## src/rtl/pwm_bridge_pkg.sv

```systemverilog
package pwm_bridge_pkg;
   typedef enum logic [1:0] {
      STEER_SINGLE = 2'd0,
      STEER_FWD    = 2'd1,
      STEER_HALF   = 2'd2,
      STEER_REV    = 2'd3
   } steer_mode_t;

   localparam logic [1:0] REG_PERIOD = 2'd0;
   localparam logic [1:0] REG_DUTYHI = 2'd1;
   localparam logic [1:0] REG_CTRL   = 2'd2;
   localparam logic [1:0] REG_DBAND  = 2'd3;

   localparam int CTRL_MODE_LSB = 6;
   localparam int CTRL_DLO_LSB  = 4;
   localparam int NUM_PINS      = 4;
endpackage

```

## src/rtl/pwm_timebase.sv

```systemverilog
module pwm_timebase #(
   parameter int PER_W = 8,
   parameter int PH_W  = 2,
   localparam int TB_W = PER_W + PH_W
) (
   input  logic             clk,
   input  logic             rst_n,
   input  logic             enable,
   input  logic [PER_W-1:0] per_act,
   output logic [TB_W-1:0]  tb,
   output logic             started,
   output logic             wrap
);
   localparam logic [PH_W-1:0] PH_LAST = {PH_W{1'b1}};

   // Before the first reset the counter only walks one phase cycle.
   always_comb begin
      if (!enable)
         wrap = 1'b0;
      else if (started)
         wrap = (tb == {per_act, PH_LAST});
      else
         wrap = (tb[PH_W-1:0] == PH_LAST);
   end

   always_ff @(posedge clk or negedge rst_n) begin
      if (!rst_n) begin
         tb      <= '0;
         started <= 1'b0;
      end else if (!enable) begin
         tb      <= '0;
         started <= 1'b0;
      end else if (wrap) begin
         tb      <= '0;
         started <= 1'b1;
      end else begin
         tb      <= tb + 1'b1;
      end
   end
endmodule

```

## src/rtl/pwm_shadow_regs.sv

```systemverilog
module pwm_shadow_regs
   import pwm_bridge_pkg::*;
#(
   parameter int PER_W  = 8,
   parameter int PH_W   = 2,
   parameter int DB_W   = 6,
   parameter int DATA_W = 8,
   localparam int TB_W  = PER_W + PH_W
) (
   input  logic              clk,
   input  logic              rst_n,
   input  logic              wr_en,
   input  logic [1:0]        wr_addr,
   input  logic [DATA_W-1:0] wr_data,
   input  logic              started,
   input  logic              wrap,
   input  logic [TB_W-1:0]   tb,
   output logic [PER_W-1:0]  per_act,
   output logic [TB_W-1:0]   duty_act,
   output steer_mode_t       mode_act,
   output logic [1:0]        pol_act,
   output logic [DB_W-1:0]   db_act
);
   logic [PER_W-1:0] per_sh;
   logic [TB_W-1:0]  duty_sh;
   steer_mode_t      mode_sh;
   logic [1:0]       pol_sh;
   logic [DB_W-1:0]  db_sh;
   logic             ld_main;
   logic             ld_db;

   assign ld_main = wrap || !started;
   assign ld_db   = ld_main || (started && (tb == duty_act));

   always_ff @(posedge clk or negedge rst_n) begin
      if (!rst_n) begin
         per_sh  <= '0;
         duty_sh <= '0;
         mode_sh <= STEER_SINGLE;
         pol_sh  <= '0;
         db_sh   <= '0;
      end else if (wr_en) begin
         case (wr_addr)
            REG_PERIOD: per_sh <= wr_data[PER_W-1:0];
            REG_DUTYHI: duty_sh[TB_W-1:PH_W] <= wr_data[PER_W-1:0];
            REG_CTRL: begin
               mode_sh              <= steer_mode_t'(wr_data[CTRL_MODE_LSB +: 2]);
               duty_sh[PH_W-1:0]    <= wr_data[CTRL_DLO_LSB +: PH_W];
               pol_sh               <= wr_data[1:0];
            end
            default:    db_sh <= wr_data[DB_W-1:0];
         endcase
      end
   end

   always_ff @(posedge clk or negedge rst_n) begin
      if (!rst_n) begin
         per_act  <= '0;
         duty_act <= '0;
         mode_act <= STEER_SINGLE;
         pol_act  <= '0;
      end else if (ld_main) begin
         per_act  <= per_sh;
         duty_act <= duty_sh;
         mode_act <= mode_sh;
         pol_act  <= pol_sh;
      end
   end

   always_ff @(posedge clk or negedge rst_n) begin
      if (!rst_n)
         db_act <= '0;
      else if (ld_db)
         db_act <= db_sh;
   end
endmodule

```

## src/rtl/pwm_steer.sv

```systemverilog
module pwm_steer
   import pwm_bridge_pkg::*;
#(
   parameter int TB_W = 10,
   parameter int DB_W = 6
) (
   input  logic                clk,
   input  logic                rst_n,
   input  logic                started,
   input  logic [TB_W-1:0]     tb,
   input  logic [TB_W-1:0]     duty_act,
   input  steer_mode_t         mode_act,
   input  logic [1:0]          pol_act,
   input  logic [DB_W-1:0]     db_act,
   output logic [NUM_PINS-1:0] pins
);
   logic                raw;
   logic [NUM_PINS-1:0] want;
   logic                use_db;

   assign raw    = started && (tb < duty_act);
   assign use_db = (mode_act == STEER_HALF);

   // want is ordered {D, C, B, A}
   always_comb begin
      case (mode_act)
         STEER_SINGLE: want = {1'b0, 1'b0, 1'b0, raw};
         STEER_FWD:    want = {raw, 1'b0, 1'b0, started};
         STEER_HALF:   want = {1'b0, 1'b0, started && !raw, raw};
         default:      want = {1'b0, started, raw, 1'b0};
      endcase
   end

   for (genvar i = 0; i < NUM_PINS; i++) begin : g_pin
      logic [DB_W-1:0] hold_cnt;
      logic            act;

      // Counts how long the wanted level has been active, saturating.
      always_ff @(posedge clk or negedge rst_n) begin
         if (!rst_n)
            hold_cnt <= '0;
         else if (!want[i])
            hold_cnt <= '0;
         else if (hold_cnt != {DB_W{1'b1}})
            hold_cnt <= hold_cnt + 1'b1;
      end

      assign act     = want[i] && (!use_db || (hold_cnt >= db_act));
      assign pins[i] = act ^ pol_act[i % 2];
   end
endmodule

```

## src/rtl/pwm_bridge_gen.sv

```systemverilog
module pwm_bridge_gen
   import pwm_bridge_pkg::*;
#(
   parameter int PER_W  = 8,
   parameter int PH_W   = 2,
   parameter int DB_W   = 6,
   parameter int DATA_W = 8
) (
   input  logic              clk,
   input  logic              rst_n,
   input  logic              enable,
   input  logic              wr_en,
   input  logic [1:0]        wr_addr,
   input  logic [DATA_W-1:0] wr_data,
   output logic [3:0]        pins
);
   localparam int TB_W = PER_W + PH_W;

   if (PER_W > DATA_W) begin : g_bad_per
      $error("period width exceeds write data width");
   end
   if (PH_W < 1 || PH_W > 2) begin : g_bad_ph
      $error("phase width must be 1 or 2");
   end
   if (DB_W > DATA_W) begin : g_bad_db
      $error("dead-band width exceeds write data width");
   end

   logic [TB_W-1:0]  tb;
   logic             started;
   logic             wrap;
   logic [PER_W-1:0] per_act;
   logic [TB_W-1:0]  duty_act;
   steer_mode_t      mode_act;
   logic [1:0]       pol_act;
   logic [DB_W-1:0]  db_act;

   pwm_timebase #(.PER_W(PER_W), .PH_W(PH_W)) u_tb (
      .clk(clk), .rst_n(rst_n), .enable(enable), .per_act(per_act),
      .tb(tb), .started(started), .wrap(wrap)
   );

   pwm_shadow_regs #(.PER_W(PER_W), .PH_W(PH_W), .DB_W(DB_W), .DATA_W(DATA_W)) u_regs (
      .clk(clk), .rst_n(rst_n), .wr_en(wr_en), .wr_addr(wr_addr), .wr_data(wr_data),
      .started(started), .wrap(wrap), .tb(tb),
      .per_act(per_act), .duty_act(duty_act), .mode_act(mode_act),
      .pol_act(pol_act), .db_act(db_act)
   );

   pwm_steer #(.TB_W(TB_W), .DB_W(DB_W)) u_steer (
      .clk(clk), .rst_n(rst_n), .started(started), .tb(tb),
      .duty_act(duty_act), .mode_act(mode_act), .pol_act(pol_act),
      .db_act(db_act), .pins(pins)
   );
endmodule

```

## config.mk

```make
export PLATFORM = sky130hd
export DESIGN_NAME = pwm_bridge_gen
export DESIGN_NICKNAME = d
export VERILOG_FILES = /design/src/rtl/pwm_bridge_pkg.sv /design/src/rtl/pwm_timebase.sv /design/src/rtl/pwm_shadow_regs.sv /design/src/rtl/pwm_steer.sv /design/src/rtl/pwm_bridge_gen.sv
export SDC_FILE = /design/constraint.sdc
export NUM_CORES = 1
export LEC_CHECK = 0
export ABC_AREA = 1
export BUFFER_PORTS_ARGS = -buffer_cell sky130_fd_sc_hd__buf_2
export CORE_MARGIN = 2
export CORE_UTILIZATION = 30
export DETAILED_ROUTE_END_ITERATION = 10
export GPL_TIMING_DRIVEN = 0
export RECOVER_POWER = 25
export SLEW_MARGIN = 20
export SYNTH_ARGS = -nofsm -noshare
export SYNTH_HDL_FRONTEND = slang
export SYNTH_SLANG_ARGS = --single-unit
```

## constraint.sdc

```tcl
create_clock -name clk -period 2.3 [get_ports clk]
set_input_delay 0.115 -clock clk [delete_from_list [all_inputs] [get_ports clk]]
set_output_delay 0.115 -clock clk [all_outputs]
set_load 0.05 [all_outputs]
```

Yosys cells after proc, flatten, opt, wreduce, memory -nomap -nowiden

Index checks and enable logic that the tools add are counted.

Register bits after elaboration: 91
Input port bits: 14
Output and inout bits: 4
Word-level logic and storage cells: 86

Add/sub/neg operators: 5
Magnitude comparators: 5
Reduce and logical (&&, ||, !) cells: 23
Bitwise operators: 5
Equality and inequality tests: 16
Multiplexer cells: 15

Operators by type and width:

| cell                                                                   | count |
|---|---|
| 6-bit two-way mux                                                      | 8 |
| 6-bit by 1-bit adder with 6-bit output (second input constant)         | 4 |
| 6-bit >= comparator                                                    | 4 |
| 6-bit != test (second input constant)                                  | 4 |
| 10-bit equality test                                                   | 2 |
| 10-bit two-way mux                                                     | 2 |
| 4-bit case mux with 3 select lines                                     | 1 |
| 10-bit by 1-bit adder with 10-bit output (second input constant)       | 1 |
| 10-bit < comparator                                                    | 1 |
| 2-bit != test (second input constant)                                  | 4 |
| 2-bit AND reduction                                                    | 4 |
| 1-bit logical AND                                                      | 7 |
| 2-bit equality test (second input constant)                            | 3 |
| 1-bit logical OR                                                       | 6 |
| 2-bit by 1-bit equality test with 1-bit output (second input constant) | 2 |
| 2-bit zero test                                                        | 2 |
| 1-bit two-way mux                                                      | 4 |
| 1-bit XOR                                                              | 4 |
| 1-bit zero test                                                        | 3 |
| 3-bit OR reduction                                                     | 1 |
| 2-bit by 1-bit != test with 1-bit output (second input constant)       | 1 |
| 1-bit inverter                                                         | 1 |

Longest topological paths before layout

Word-level depth: 7
Depth in mapped cells: 13
Gate-level depth less buffers: 13

Cells and area by module

From an unflattened synthesis, not the netlist that was laid out.

Cell total of the unflattened synthesis: 524
Area total of the unflattened synthesis: 4,261.6 um^2

By module, submodules not included:

| module          | cells each | sequential area each (um^2) | area each (um^2) | instances |
|---|---|---|---|---|
| pwm_shadow_regs | 253        | 1,401.3                     | 2,269.7          | 1 |
| pwm_steer       | 187        | 300.3                       | 1,317.5          | 1 |
| pwm_timebase    | 84         | 275.3                       | 674.4            | 1 |

Worst setup path after synthesis

OpenSTA, ideal clock, no wires.

Path kind: flip-flop to output port
Start: register u_tb.tb[9]
End: output port pins[0]
Arrival time: 1,731 ps
Cell stages (with the launch flop): 10
Data required time: 2,185 ps
Slack: 454 ps
Buffers on the path: 0
Cell sequence: dfrtp_1 ha_1 nand2_1 nor2_1 o211ai_1 nand3_1 nand2_1 nand3_1 nand2_1 nand2_1

Cells in the longest elaborated chain, start to end: 5

RTL lines:

| element                            | RTL line             | source |
|---|---|---|
| start, declared                    | pwm_timebase.sv:10   | `output logic [TB_W-1:0] tb,` |
| start signal, assigned             | pwm_timebase.sv:37   | `tb <= tb + 1'b1;` |
| 10-bit < comparator                | pwm_steer.sv:21      | `assign raw = started && (tb < duty_act);` |
| 1-bit logical AND                  | pwm_steer.sv:21      |  |
| 4-bit case mux with 3 select lines | pwm_steer.sv:26      | `case (mode_act)` |
| 1-bit logical AND                  | pwm_steer.sv:48      | `assign act = want[i] && (!use_db \|\| (hold_cnt >= db_act));` |
| 1-bit XOR                          | pwm_steer.sv:49      | `assign pins[i] = act ^ pol_act[i % 2];` |
| end, declared                      | pwm_bridge_gen.sv:15 | `output logic [3:0] pins` |

Every way passes these cells.

Worst setup path after layout

Start: register u_tb.tb[3]
End: output port pins[0]

Same word-level chain as after synthesis.

==> reports/qor.yml <==
timing:
  worstMarginPinSlew_ns: 0.834
  hold_viol_final: 0
  timing.fmax_ghz: 0.454
  slew_headroom_pct: 44.4
  fin_crit_sh_pct: 95.8
  slew_viol_final: 0
  setup_viol: 0
  period_minus_slack_ns: 2.20
  skew_ns: 0.0100
  setup_ws_ns: 0.0975
hold_path:
  min_path_cells: 3
  hold_class: "input port to register"
  hold_start: "enable"
  hold_end: "u_tb.tb[3]"
critical_path:
  cpMostUsedCell: "nand2_1"
  cp-start-kind: "register"
  cpPeakStageDelay_ns: 0.45
  crit_chain: "ha_4 -> nand2_1 -> inv_1 -> nor2_1 -> o21ai_0 -> nand2_1 -> nand3_2 -> nand2_2 -> nand3_1 -> nand2_1 -> nand2_1 -> buf_6"
  cp-end-kind: "output port"
  worstPathArrival_ns: 2.09
  crit_type: "register to output port"
  reg2reg_from: "u_tb.tb[3]"
  cp_slowest_cell: "dfrtp_2"
  worst-path-max-fanout: 4
  cp.required_ns: 2.18
  rrSetupSlack_ns: 0.33
  r2r_end: "u_steer.g_pin[1].hold_cnt[2]"
  worstRegToRegCells: 10
pwr:
  switchingPower_mw: 1.14
  seqPwrFrac_pct: 45.2
  p_comb_share_pct: 21.5
  p_int_mw: 2.63
  clockPowerShare_pct: 33.3
  netSwitchingFraction_pct: 30.2
  peakVddDrop_mv: 0.307
  p_leak_nw: 2.38
  p_total_mw: 3.76
  cellPowerDensity_mw_per_mm2: 756
clocking:
  clk_pin_slew_ns: 0.06
  root_buffer: "clkbuf_16"
  cts_tree: "done"
  clock-sinks: 79
  htreeDepth: 3
  cts_buffer_depth: 2
  cts_made_buffers: 9
  clk_latency_ns: 0.33
place:
  dp_slack_ns: 0.159
  hpwl_mm: 6.59
  gp_congestion: 0.821
  port_buffers: 17
synthesis:
  yosysSeqAreaShare_pct: 47.8
  avgSynthCellArea_um2: 8.93
  synth_nets: 502
  ys_ff_latch: 79
  postSynthCellCount: 463
  synth.yosys.warnings: 0
  synth_area_mm2: 0.00414
  ys_types: 29
job:
  drv_cap: 0
layout:
  n_antenna_cell: 0
  final_common_cell: "nand2_1"
  synthToLayoutAreaGrowth_pct: 20.4
  drive_above_1_share_pct: 24.9
  nets: 548
  final_util_pct: 37.3
  final_cell_mix: "nand2_1 (93), dfrtp_1 (72), inv_1 (54)"
grt:
  overflow: 0
  grt_pass1_vias: 3136
  grt_antenna_before_repair: 0
  grt_usage_pct: 12.7
  grt_max_degree: 48
  grt_pass1_wl_mm: 14.7
routing:
  via_count: 3149
  drc: 0
  postRouteWirelength_mm: 8.75
  dr.pass1.iters: 4
  wl_per_cell_um: 12.7
  drtIter0Drc: 106
  antenna_left: 0
  viasPerCell: 4.58
die:
  dieWidth_um: 121
  core.rowCount: 42
  ios: 18
  start_util_pct: 31.0
  core_mm2: 0.0133
  fp.dieH_um: 121
  die-area_mm2: 0.0147
status:
  status: "finished, final reports clean"
[worst max-delay path: cells and delay by family, from the launching register on]
family,cells,cell delay [ns]
simple gates,8,0.63
flops,1,0.45
buf+inv,2,0.21
fa+ha+maj,1,0.28
compound gates,1,0.17
[what timing repair did]
action	in CTS	in global routing
resized for setup	5	30
hold buffers	1	0
cloned	0	0
setup endpoints to repair	3	3
setup buffers	0	16
hold endpoints to repair	32	0
pin swaps	0	7
[state kept, by name, summed over array words and instances, names as in the netlist]
signal / flops
u_regs.db_act: 6
u_regs.db_sh: 6
u_regs.duty_act: 10
u_regs.duty_sh: 10
u_regs.mode_act: 2
u_regs.mode_sh: 2
u_regs.per_act: 8
u_regs.per_sh: 8
u_regs.pol_act: 2
u_regs.pol_sh: 2
u_steer.g_pin.hold_cnt: 12
u_tb.started: 1
u_tb.tb: 10
[worst max-delay path by stage]
stage,from,endpoint,slack [ns],cells after the start
floorplan,u_tb.tb[9],pins[0],0.45,9
global placement,u_tb.tb[8],pins[1],0.21,10
detailed placement,u_tb.tb[8],pins[0],0.16,10
CTS,u_tb.tb[9],pins[3],-0.009,8
global route,u_tb.tb[3],pins[1],-0.06,13
finish,u_tb.tb[3],pins[0],0.1,12
[layout make-up]
class                           instances  area [um2]
Buffer                                 11         105
Clock buffer                           11         243
Clock inverter                          2        10.0
Fill cell                            1362        8370
Inverter                               60         225
Multi-Input combinational cell        313        1930
Sequential cell                        79        1990
Tap cell                              176         220
Timing Repair Buffer                   35         259
[kinds of logic (layout without fill, tap and decap cells)]
group / count (synthesis) / count (layout) / synth area share [%]
flip-flops: 79 / 79 / 47.8
XOR/XNOR: 14 / 14 / 2.97
AO/OA/AOI/OAI: 76 / 76 / 11.2
AND/OR/NAND/NOR: 198 / 198 / 22.5
buffers and inverters: 71 / 119 / 7.99
adder cells (fa/ha/maj): 25 / 25 / 7.56
[power groups by stage]
stage	clock (mW)	sequential, mW	combinational (mW)
floorplan	0	1.69	0.551
global placement	0	1.71	0.706
detailed placement	0	1.72	0.733
CTS	1.28	1.70	0.752
global route	1.35	1.72	0.932
finish	1.25	1.70	0.810
[metrics by stage]
step / hold WS (ns) / instance area, um2 / cells / TNS (ns)
global placement: 0.410 / 4440 / 656 / 0
global route: 0.0780 / 4980 / 687 / -0.0942
floorplan: -0.181 / 4140 / 463 / 0
detailed placement: 0.0843 / 4470 / 657 / 0
CTS: 0.0658 / 4750 / 671 / -0.00877
finish: 0.0711 / 4980 / 687 / 0
[routing by layer]
metal  vias up  part of all wire (%)  track usage, %
met5         -                     0               0
met4         0                   1.8            5.53
met3        10                   2.0            2.16
met2        40                    49            21.4
met1      1511                    47            16.1
li1       1588                     -               -
[synthesized netlist by cell type]
cell type	n	share of area, %
a21oi_1	19	2.3
o21ai_0	31	3.8
nand4_1	14	2.1
nor3_1	4	0.48
nand3_1	20	2.4
buf_4	2	0.36
nor3_2	1	0.24
xnor2_1	6	1.3
nor4_1	1	0.15
nand2_2	24	3.6
dfrtp_1	79	48
o21ai_2	18	3.8
buf_12	3	1.5
xor2_1	8	1.7
nand2_1	99	9.0
nand2_8	1	0.48
inv_2	2	0.18
nor3b_2	1	0.30
o211ai_1	3	0.54
inv_1	58	5.3
clkbuf_1	5	0.45
nand3b_1	2	0.36
nor2_1	29	2.6
nand3_4	1	0.42
buf_6	1	0.27
o21ai_1	2	0.24
nand3_2	1	0.24
ha_1	25	7.6
o21a_1	3	0.54
No activity file was read; power rests on OpenSTA's default activity.
